===== config.mk =====
export PLATFORM = sky130hd
export DESIGN_NAME = bcd3_to_bin
export DESIGN_NICKNAME = d
export VERILOG_FILES = /design/src/rtl/bcd3_pkg.sv /design/src/rtl/bcd3_digit_check.sv /design/src/rtl/bcd3_weight_sum.sv /design/src/rtl/bcd3_range_detect.sv /design/src/rtl/bcd3_to_bin.sv
export SDC_FILE = /design/constraint.sdc
export NUM_CORES = 1
export LEC_CHECK = 0
export ABC_AREA = 1
export BUFFER_PORTS_ARGS = -buffer_cell sky130_fd_sc_hd__buf_4
export CORE_UTILIZATION = 50
export CTS_CLUSTER_DIAMETER = 40
export DETAILED_ROUTE_END_ITERATION = 16
export PLACE_DENSITY_LB_ADDON = 0.1
export REMOVE_ABC_BUFFERS = 1
export SYNTH_ARGS = -nofsm -noshare
export SYNTH_HDL_FRONTEND = slang
export SYNTH_SLANG_ARGS = --single-unit

===== constraint.sdc =====
create_clock -name clk -period 4.6 [get_ports clk]
set_clock_uncertainty 0.2 [all_clocks]
set_input_delay 0.46 -clock clk [delete_from_list [all_inputs] [get_ports clk]]
set_output_delay 0.46 -clock clk [all_outputs]
set_load 0.03 [all_outputs]

===== src/rtl/bcd3_pkg.sv =====
package bcd3_pkg;

    // Width of one decimal digit field
    localparam int DIG_W       = 4;
    // Largest legal digit code
    localparam int DIG_MAX     = 9;
    // Default number of digits and operand width
    localparam int NDIG_DEF    = 3;
    localparam int OUT_W_DEF   = 8;

    // Validity flags travel together through the output register
    typedef struct packed {
        logic bad_digit;
        logic too_big;
    } conv_flags_t;

    // Full-width total needed for NDIG decimal digits
    function automatic int full_width(input int ndig);
        int unsigned lim;
        lim = 1;
        for (int i = 0; i < ndig; i++) lim = lim * 10;
        return $clog2(lim);
    endfunction

endpackage


===== src/rtl/bcd3_digit_check.sv =====
module bcd3_digit_check
    import bcd3_pkg::*;
#(
    parameter int NDIG = NDIG_DEF,
    localparam int IN_W = NDIG * DIG_W
) (
    input  logic [IN_W-1:0] bcd,
    output logic [NDIG-1:0] bad_vec,
    output logic            any_bad
);

    // A 4-bit code exceeds 9 when its top bit is set together with bit 2 or bit 1
    for (genvar g = 0; g < NDIG; g++) begin : g_dig
        logic [DIG_W-1:0] nib;
        assign nib        = bcd[g*DIG_W +: DIG_W];
        assign bad_vec[g] = nib[3] & (nib[2] | nib[1]);
    end

    assign any_bad = |bad_vec;

endmodule


===== src/rtl/bcd3_weight_sum.sv =====
module bcd3_weight_sum
    import bcd3_pkg::*;
#(
    parameter int NDIG   = NDIG_DEF,
    parameter int FULL_W = 10,
    localparam int IN_W  = NDIG * DIG_W
) (
    input  logic [IN_W-1:0]   bcd,
    output logic [FULL_W-1:0] total
);

    // Horner chain: stage k holds the value of the k most significant digits
    logic [FULL_W-1:0] stage [NDIG+1];

    assign stage[0] = '0;

    for (genvar g = 0; g < NDIG; g++) begin : g_horner
        logic [DIG_W-1:0]  dig;
        logic [FULL_W-1:0] times8;
        logic [FULL_W-1:0] times2;
        assign dig          = bcd[(NDIG-1-g)*DIG_W +: DIG_W];
        assign times8       = stage[g] << 3;
        assign times2       = stage[g] << 1;
        assign stage[g+1]   = times8 + times2 + FULL_W'(dig);
    end

    assign total = stage[NDIG];

endmodule


===== src/rtl/bcd3_range_detect.sv =====
module bcd3_range_detect #(
    parameter int HI_W = 2
) (
    input  logic [HI_W-1:0] upper,
    input  logic            any_bad,
    output logic            too_big
);

    // Any set bit above the operand width means the value does not fit
    assign too_big = ~any_bad & (|upper);

endmodule


===== src/rtl/bcd3_to_bin.sv =====
module bcd3_to_bin
    import bcd3_pkg::*;
#(
    parameter int NDIG  = NDIG_DEF,
    parameter int OUT_W = OUT_W_DEF,
    localparam int IN_W   = NDIG * DIG_W,
    localparam int FULL_W = full_width(NDIG),
    localparam int HI_W   = FULL_W - OUT_W
) (
    input  logic             clk,
    input  logic             rst,
    input  logic [IN_W-1:0]  bcd_in,
    output logic [OUT_W-1:0] bin_out,
    output logic             digit_err,
    output logic             over_range
);

    logic [NDIG-1:0]   bad_vec;
    logic              any_bad;
    logic [FULL_W-1:0] total;
    logic [OUT_W-1:0]  low_part;
    conv_flags_t       flags_d;
    conv_flags_t       flags_q;
    logic [OUT_W-1:0]  bin_q;

    bcd3_digit_check #(.NDIG(NDIG)) u_check (
        .bcd     (bcd_in),
        .bad_vec (bad_vec),
        .any_bad (any_bad)
    );

    bcd3_weight_sum #(.NDIG(NDIG), .FULL_W(FULL_W)) u_sum (
        .bcd   (bcd_in),
        .total (total)
    );

    // The range test exists only when the total is wider than the operand
    if (HI_W > 0) begin : g_range
        logic too_big;
        bcd3_range_detect #(.HI_W(HI_W)) u_range (
            .upper   (total[FULL_W-1:OUT_W]),
            .any_bad (any_bad),
            .too_big (too_big)
        );
        assign low_part        = total[OUT_W-1:0];
        assign flags_d.too_big = too_big;
    end else begin : g_fits
        assign low_part        = OUT_W'(total);
        assign flags_d.too_big = 1'b0;
    end

    assign flags_d.bad_digit = any_bad;

    always_ff @(posedge clk) begin
        if (rst) begin
            bin_q   <= '0;
            flags_q <= '0;
        end else begin
            bin_q   <= low_part;
            flags_q <= flags_d;
        end
    end

    assign bin_out    = bin_q;
    assign digit_err  = flags_q.bad_digit;
    assign over_range = flags_q.too_big;

    // ---------------- assertions ----------------
    // Independent decimal model: integer multiply per digit
    logic [31:0] ref_val;
    logic        ref_bad;
    localparam logic [31:0] MAXV = (32'd1 << OUT_W) - 32'd1;

    always_comb begin
        ref_val = '0;
        ref_bad = 1'b0;
        for (int i = NDIG - 1; i >= 0; i--) begin
            ref_val = ref_val * 32'd10 + 32'(bcd_in[i*DIG_W +: DIG_W]);
            if (int'(bcd_in[i*DIG_W +: DIG_W]) > DIG_MAX) ref_bad = 1'b1;
        end
    end


    a_r1_value_in_range: assert property (@(posedge clk) disable iff (rst)
        (!ref_bad && ref_val <= MAXV) |=> bin_out == $past(ref_val[OUT_W-1:0]));


    a_r2_digit_error: assert property (@(posedge clk) disable iff (rst)
        1'b1 |=> digit_err == $past(ref_bad));


    a_r3_range_flag: assert property (@(posedge clk) disable iff (rst)
        !ref_bad |=> over_range == $past(ref_val > MAXV));


    a_r4_range_masked: assert property (@(posedge clk) disable iff (rst)
        digit_err |-> !over_range);


    a_r5_low_bits: assert property (@(posedge clk) disable iff (rst)
        (!ref_bad && ref_val > MAXV) |=> bin_out == $past(ref_val[OUT_W-1:0]));

endmodule


[Yosys cells after proc, flatten, opt, wreduce, memory -nomap -nowiden]
Index checks and enable logic that the tools add are counted.
Word-level totals
  bits of input ports: 14
  logic and storage cells: 17
  output and inout port bits: 10
  register bits after elaboration: 10
Operators by class
  bitwise operators: 8
  add/subtract/negate cells: 4
  reductions and logical operators: 2
Operator list (count)
  adder 10 bit: 1
  adder 10 x 4 -> 10 bit: 1
  adder 8 x 4 -> 9 bit: 1
  adder 7 x 5 -> 8 bit: 1
  AND 1 bit: 4
  OR 1 bit: 3
  OR reduction 3 bit: 1
  OR reduction 2 bit: 1
  inverter 1 bit: 1

[Logic depth before layout (Yosys ltp)]
Gate-level depths: netlist of the first run.
  depth in word-level cells: 6
  depth in mapped cells: 21
  depth with buffers taken out: 21

[Modules after synthesis]
A second synthesis of the first run with hierarchy kept.
Unflattened totals
  cells, all modules: 139
  area total of the unflattened synthesis: 1073.5 µm²
By module, submodules not included
  bcd3_weight_sum: area each 748.2 µm², cells each 99, times used 1, sequential area each 0.0 µm²
  bcd3_to_bin: area each 286.5 µm², cells each 31, times used 1, sequential area each 200.2 µm²
  bcd3_digit_check: area each 31.3 µm², cells each 7, times used 1, sequential area each 0.0 µm²
  bcd3_range_detect: area each 7.5 µm², cells each 2, times used 1, sequential area each 0.0 µm²

[Worst setup path after synthesis of the first run]
OpenSTA, ideal clock, no wires.
  path kind: input-to-reg
  start: input port bcd_in[7]
  end: register flags_q (netlist bit over_range)
  arrival time: 2922 ps
  setup time: 109 ps
  setup slack: 1369 ps
  stages on the path: 18
  required time: 4291 ps
  buffers on the path: 0
  cell sequence: fa_1 ha_1 nand2_1 nor2_1 a211oi_1 xor2_1 ha_1 ha_1 nand2_1 nand2_1 nand2_1 nand2_1 inv_1 nand2_1 nand3_1 nand3_1 nand2_1 inv_1
Between the ends
  cells in the longest elaborated chain, start to end: 5
  elaborated cells between the ends (all ways): 8
  classes of those cells: add/sub: 3; bitwise: 3; reduce/logical: 2
Ends and longest elaborated chain
  from (decl): RTL line bcd3_to_bin.sv:12  | input logic [IN_W-1:0] bcd_in,
  adder 8 x 4 -> 9 bit: RTL line bcd3_weight_sum.sv:24  | assign stage[g+1] = times8 + times2 + FULL_W'(dig);
  adder 10 bit: RTL line bcd3_weight_sum.sv:24
  adder 10 x 4 -> 10 bit: RTL line bcd3_weight_sum.sv:24
  OR reduction 2 bit: RTL line bcd3_range_detect.sv:10  | assign too_big = ~any_bad & (|upper);
  AND 1 bit (*): RTL line bcd3_range_detect.sv:10
  to (signal assigned): RTL line bcd3_to_bin.sv:60  | flags_q <= flags_d;
  to (decl): RTL line bcd3_to_bin.sv:23  | conv_flags_t flags_q;
Every way passes the cells marked *; elsewhere a longest branch is shown, timed or not.
A chain may end at the register's enable or synchronous reset.

[Final worst setup path of the first run]
Ends and elaborated chain as after synthesis.

==> results of run 1 <==
## flip-flops by register name, summed over array words and instances (netlist names)
| name | count |
|---|---|
| bin_out | 8 |
| over_range | 1 |
| digit_err | 1 |
## tightest hold or removal path: stages
cell and delay [ns]:
buf_4 0.07, inv_1 0.03, nor2_1 0.06
## path summary, 6_finish.rpt
path / from / slack [ns] / endpoint
max: bcd_in[7] / 1.28 / over_range
min: bcd_in[0] / 0.20 / bin_out[0]
## layout by cell type (no fill, tap or decap)
cell type	n
inv_1	29
nand2_1	27
buf_4	23
ha_1	21
nor2_1	14
dfxtp_1	10
nand3_1	9
a21oi_1	7
o21ai_0	6
fa_1	4
clkbuf_4	3
nand3_2	2
nand4_1	2
nand2_2	1
a211oi_1	1
xor2_1	1
o21a_1	1
a31oi_1	1
xnor2_1	1
## logic make-up after synthesis
group | after synthesis | synth area share (%)
fa+ha+maj | 25 | 34.5
flops | 10 | 20.2
compound gates | 16 | 8.69
xor+xnor | 2 | 1.76
buf+inv | 29 | 11.0
simple gates | 55 | 23.9
## stage by stage
stage / hold WS, ns / utilization [%] / power, mW
global route: 0.203 / 67.7 / 0.552
CTS: 0.200 / 67.7 / 0.500
finish: 0.203 / 67.7 / 0.493
global placement: 0.460 / 66.5 / 0.433
detailed placement: 0.471 / 66.5 / 0.442
floorplan: 0.331 / - / 0.358
## area by class of cell
type | count | area, sq um
Timing Repair Buffer | 23 | 173
Clock buffer | 3 | 22.5
Fill cell | 177 | 582
Sequential cell | 10 | 200
Multi-Input combinational cell | 98 | 684
Inverter | 29 | 109
Tap cell | 25 | 31.3
## power by group through the flow
stage          combinational (mW)  clock (mW)  sequential, mW
3_3_place_gp                0.319           0           0.114
2_1_floorplan               0.200           0           0.157
3_5_place_dp                0.327           0           0.115
6_report                    0.325      0.0554           0.113
4_1_cts                     0.328      0.0584           0.113
5_1_grt                     0.374      0.0630           0.114
## routing by layer
layer / GRT usage, % / share of wire, % / up-vias
li1: - / - / 492
met1: 22.2 / 44 / 410
met2: 40.3 / 51 / 19
met3: 7.84 / 4.6 / 0
met4: 2.94 / 0 / 0
met5: 0 / 0 / -
==> results.toml, run 1 <==
[run_status]
outcome = "finished clean"

[synthesis]
postSynth.asyncResetShare_pct = 0
synth_top_area_share_pct = 26.4
dominantRegCellSynth = "dfxtp_1"
syn_area_per_cell_sq_um = 7.25
netlist_top_cells_count = "inv_1, nand2_1, ha_1, nor2_1, dfxtp_1"
yosysWarnings = 0
synth-edff-count = 0
synth_area_leaders = "ha_1, dfxtp_1, inv_1"
syn-instance-count = 137
yosysUniqueCellTypes = 17
synth_area_sq_um = 993
synth_most_common_cell = "inv_1"
yosysTopAreaCell = "ha_1"
yosysSeqAreaShare_pct = 20.2
synth-seq-cells = 10

[finish]
syn2layout_area_growth_pct = 22.8
instances_no_fill = 188
finalNetCount = 204
antennaDiodeCount = 0
fin_area_sq_um = 1220
drive_gt1_share_pct = 17.8

[flow_run]
cap_violations = 0

[sta]
maxSlewHeadroom_pct = 78.4
tns_ns = 0
fmax_mhz = 301
post-route-period-util_pct = 72.2
rsz0062_at_grt = "false"
worst_pin_slew_ns = 0.322
drv_slew = 0
setup_viol = 0
setup_ws_ns = 1.28
hold_viol_final = 0
min_period_ns = 3.32

[floorplanning]
dieHeight_um = 46.6
die_width_um = 46.6
dieArea_sq_um = 2170
initial_core_util_pct = 55.1
core_area_sq_um = 1800
row_count = 15
io_pins = 24

[worst_setup_path]
crit_buf_inv = 5
worstSetupEndpointType = "flip-flop"
crit_required_ns = 4.56
arrival_ns = 3.28
critical_path.top_delay_family = "adder cells"
worstSetupPathType = "primary input to flip-flop"
critPathMaxStageDelay_ns = 0.55
crit_path_start_kind = "primary input"
crit_slowest_cell = "fa_1"
path_cells = "buf_4 -> fa_1 -> inv_1 -> fa_1 -> inv_1 -> nand3_1 -> nand3_2 -> nand2_2 -> ha_1 -> ha_1 -> nand2_1 -> inv_1 -> nand4_1 -> nand3_1 -> nand2_1 -> nand2_1 -> nand3_1 -> nand2_1 -> inv_1"
worst-path-stages = 19
cp_max_fo = 4

[place]
dpl_cell_area_sq_um = 1200
gp_congestion = 0.787
place_hpwl_mm = 1.66
dp_cells = 185
port_buffers = 23
pre_cts_ws_ns = 1.03

[power]
p_leak_nw = 0.721
ir_drop_v = 0.000277
comb_power_share_pct = 65.9
p_sw_uw = 227
p_int_uw = 266
clockPowerShare_pct = 11.2
switching_share_pct = 46.1
seqPwrFrac_pct = 22.9
power_density_nw_per_um2 = 404

[clocking]
cts_resized = 0
clk_path_buf_depth = 2
clkSinkCount = 10
cts_hold_buf = 0
postCtsSetupRepairBufs = 0
path_clk_slew_ns = 0.06
cts_buffers = 3
cts_tree = "built"
cts_htree_levels = 1
root_buffer = "clkbuf_4"

[detailed_routing]
routed_wl_mm = 1.87
wl_per_cell_um = 9.96
initialDrtViolationCount = 14
via_per_inst = 4.90
vias = 921
drt-pass1-iter-count = 4
final_antenna_net_count = 0
drc_errors = 0

[global_route]
grt-ovfl-total = 0
grt_max_degree = 8
grt_pass1_wl_mm = 3.26
antenna_found_initial = 0
grt_pass1_vias = 866
grt_usage_pct = 21.2

[hold_path]
min_path_cells = 3
hold_path.class = "primary input to flip-flop"
Note: power is estimated with default switching activity, not from simulation.
==> run 2: changes to the inputs <==
Clock period 4.6 ns to 3.4 ns, I/O delays scaled along.
==> run 2 against run 1 <==
  * Sequential share of layout area decreased by 0.44 points
  * Critical endpoint unchanged
  * Cell area rose by 2.8%
  * Routed wire length up 7.5%
  * Critical path depth is the same
  * Sequential power increased by 35%
  * Flip-flop and latch count is the same
==> results.toml, run 2 (synthesized netlist as in run 1, its figures left out) <==
[clocking]
clk_path_buf_depth = 2
root_buffer = "clkbuf_4"
cts_hold_buf = 0
cts_buffers = 3
cts_htree_levels = 1
cts_tree = "built"
path_clk_slew_ns = 0.06
clkSinkCount = 10

[floorplanning]
io_pins = 24
initial_core_util_pct = 55.1
die_width_um = 46.6
dieHeight_um = 46.6
row_count = 15
dieArea_sq_um = 2170
core_area_sq_um = 1800

[finish]
antennaDiodeCount = 0
most-common-layout-cells = "inv_1, nand2_1, buf_4, ha_1, nor2_1"
finalNetCount = 206
drive_gt1_share_pct = 19.9
syn2layout_area_growth_pct = 26.2
largest_register_ffs = 8
final_common_cell = "inv_1"
fin_util_pct = 69.6
fin_area_sq_um = 1250

[sta]
min_period_ns = 3.14
fmax_mhz = 318
maxSlewHeadroom_pct = 80.0
hold_viol_final = 0
whs_ns = 0.0918
setup_ws_ns = 0.258
post-route-period-util_pct = 92.4
worst_pin_slew_ns = 0.298
rsz0062_at_grt = "false"
setup_viol = 0
drv_slew = 0

[detailed_routing]
initialDrtViolationCount = 13
final_antenna_net_count = 0
drt-pass1-iter-count = 4
wl_per_cell_um = 10.5
drc_errors = 0
vias = 947
via_per_inst = 4.96
routed_wl_mm = 2.01

[worst_setup_path]
worstSetupPathType = "primary input to flip-flop"
arrival_ns = 3.11
cp_max_fo = 4
worstSetupEndpointType = "flip-flop"
crit_path_start_kind = "primary input"
crit_required_ns = 3.37

[power]
switching_share_pct = 44.5
power_density_nw_per_um2 = 571
p_int_uw = 397
ir_drop_v = 0.000360
p_sw_uw = 319
comb_power_share_pct = 64.2
seqPwrFrac_pct = 21.3
p_leak_nw = 0.739
clockPowerShare_pct = 14.5

[global_route]
grt_usage_pct = 22.6
grt_pass1_wl_mm = 3.44
antenna_found_initial = 0
grt_pass1_vias = 901
grt_max_degree = 8
grt-ovfl-total = 0

[place]
place_hpwl_mm = 1.77
dpl_cell_area_sq_um = 1210
pre_cts_ws_ns = -0.0877
gp_congestion = 0.832
port_buffers = 23

[hold_path]
hold_path.class = "primary input to flip-flop"

[flow_run]
cap_violations = 0

[run_status]
outcome = "finished clean"
## run 2: cell types whose count changed in the layout (fill, tap and decap cells not counted)
| cell | before | now |
|---|---|---|
| a211oi_1 | 1 | 0 |
| a211oi_2 | 0 | 1 |
| buf_4 | 23 | 25 |
| clkbuf_8 | 0 | 1 |
## run 2: stage by stage
step	instances	TNS, ns	power [mW]
5_1_grt	191	0	0.788
3_5_place_dp	187	-0.101	0.614
3_3_place_gp	187	-0.0223	0.600
6_report	191	0	0.715
2_1_floorplan	137	0	0.484
4_1_cts	191	0	0.718
## run 2: path summary, 6_finish.rpt
path | from | endpoint | slack, ns | cells past startpoint
max | bcd_in[7] | over_range | 0.26 | 19
min | rst | bin_out[1] | 0.09 | 2
## run 2: per-layer routing
metal	track usage [%]	up-vias	part of all wire (%)
met5	0	-	0
met3	9.02	4	4.9
met2	42.2	27	52
met1	21.7	422	42
met4	8.24	0	1.3
li1	-	494	-
## run 2: power groups by stage
stage / clock network (mW) / registers (mW) / logic (mW)
floorplan: 0 / 0.213 / 0.271
global placement: 0 / 0.154 / 0.446
detailed placement: 0 / 0.155 / 0.458
CTS: 0.106 / 0.153 / 0.459
global route: 0.113 / 0.156 / 0.519
finish: 0.104 / 0.152 / 0.459
## run 2: final cells by class
| cell class | count | area (sq um) |
|---|---|---|
| Tap cell | 25 | 31.3 |
| Timing Repair Buffer | 25 | 188 |
| Fill cell | 170 | 548 |
| Sequential cell | 10 | 200 |
| Multi-Input combinational cell | 98 | 689 |
| Inverter | 29 | 109 |
| Clock buffer | 4 | 36.3 |
## run 2: critical path, cell delays in order
cell     delay, ns
buf_4         0.12
fa_1          0.56
inv_1         0.06
fa_1          0.46
inv_1         0.09
nand3_1       0.08
nand3_2       0.10
nand2_2       0.07
ha_1          0.28
ha_1          0.34
nand2_1       0.06
inv_1         0.06
nand4_1       0.12
nand3_1       0.10
nand2_1       0.05
nand2_1       0.05
nand3_1       0.07
nand2_1       0.06
inv_1         0.03
## run 2: repair_timing
action | in CTS | in global routing
gates resized for setup | 0 | 1
buffers inserted | 0 | 0
hold endpoints to repair | 0 | 0
endpoints found under the setup margin | 0 | 1
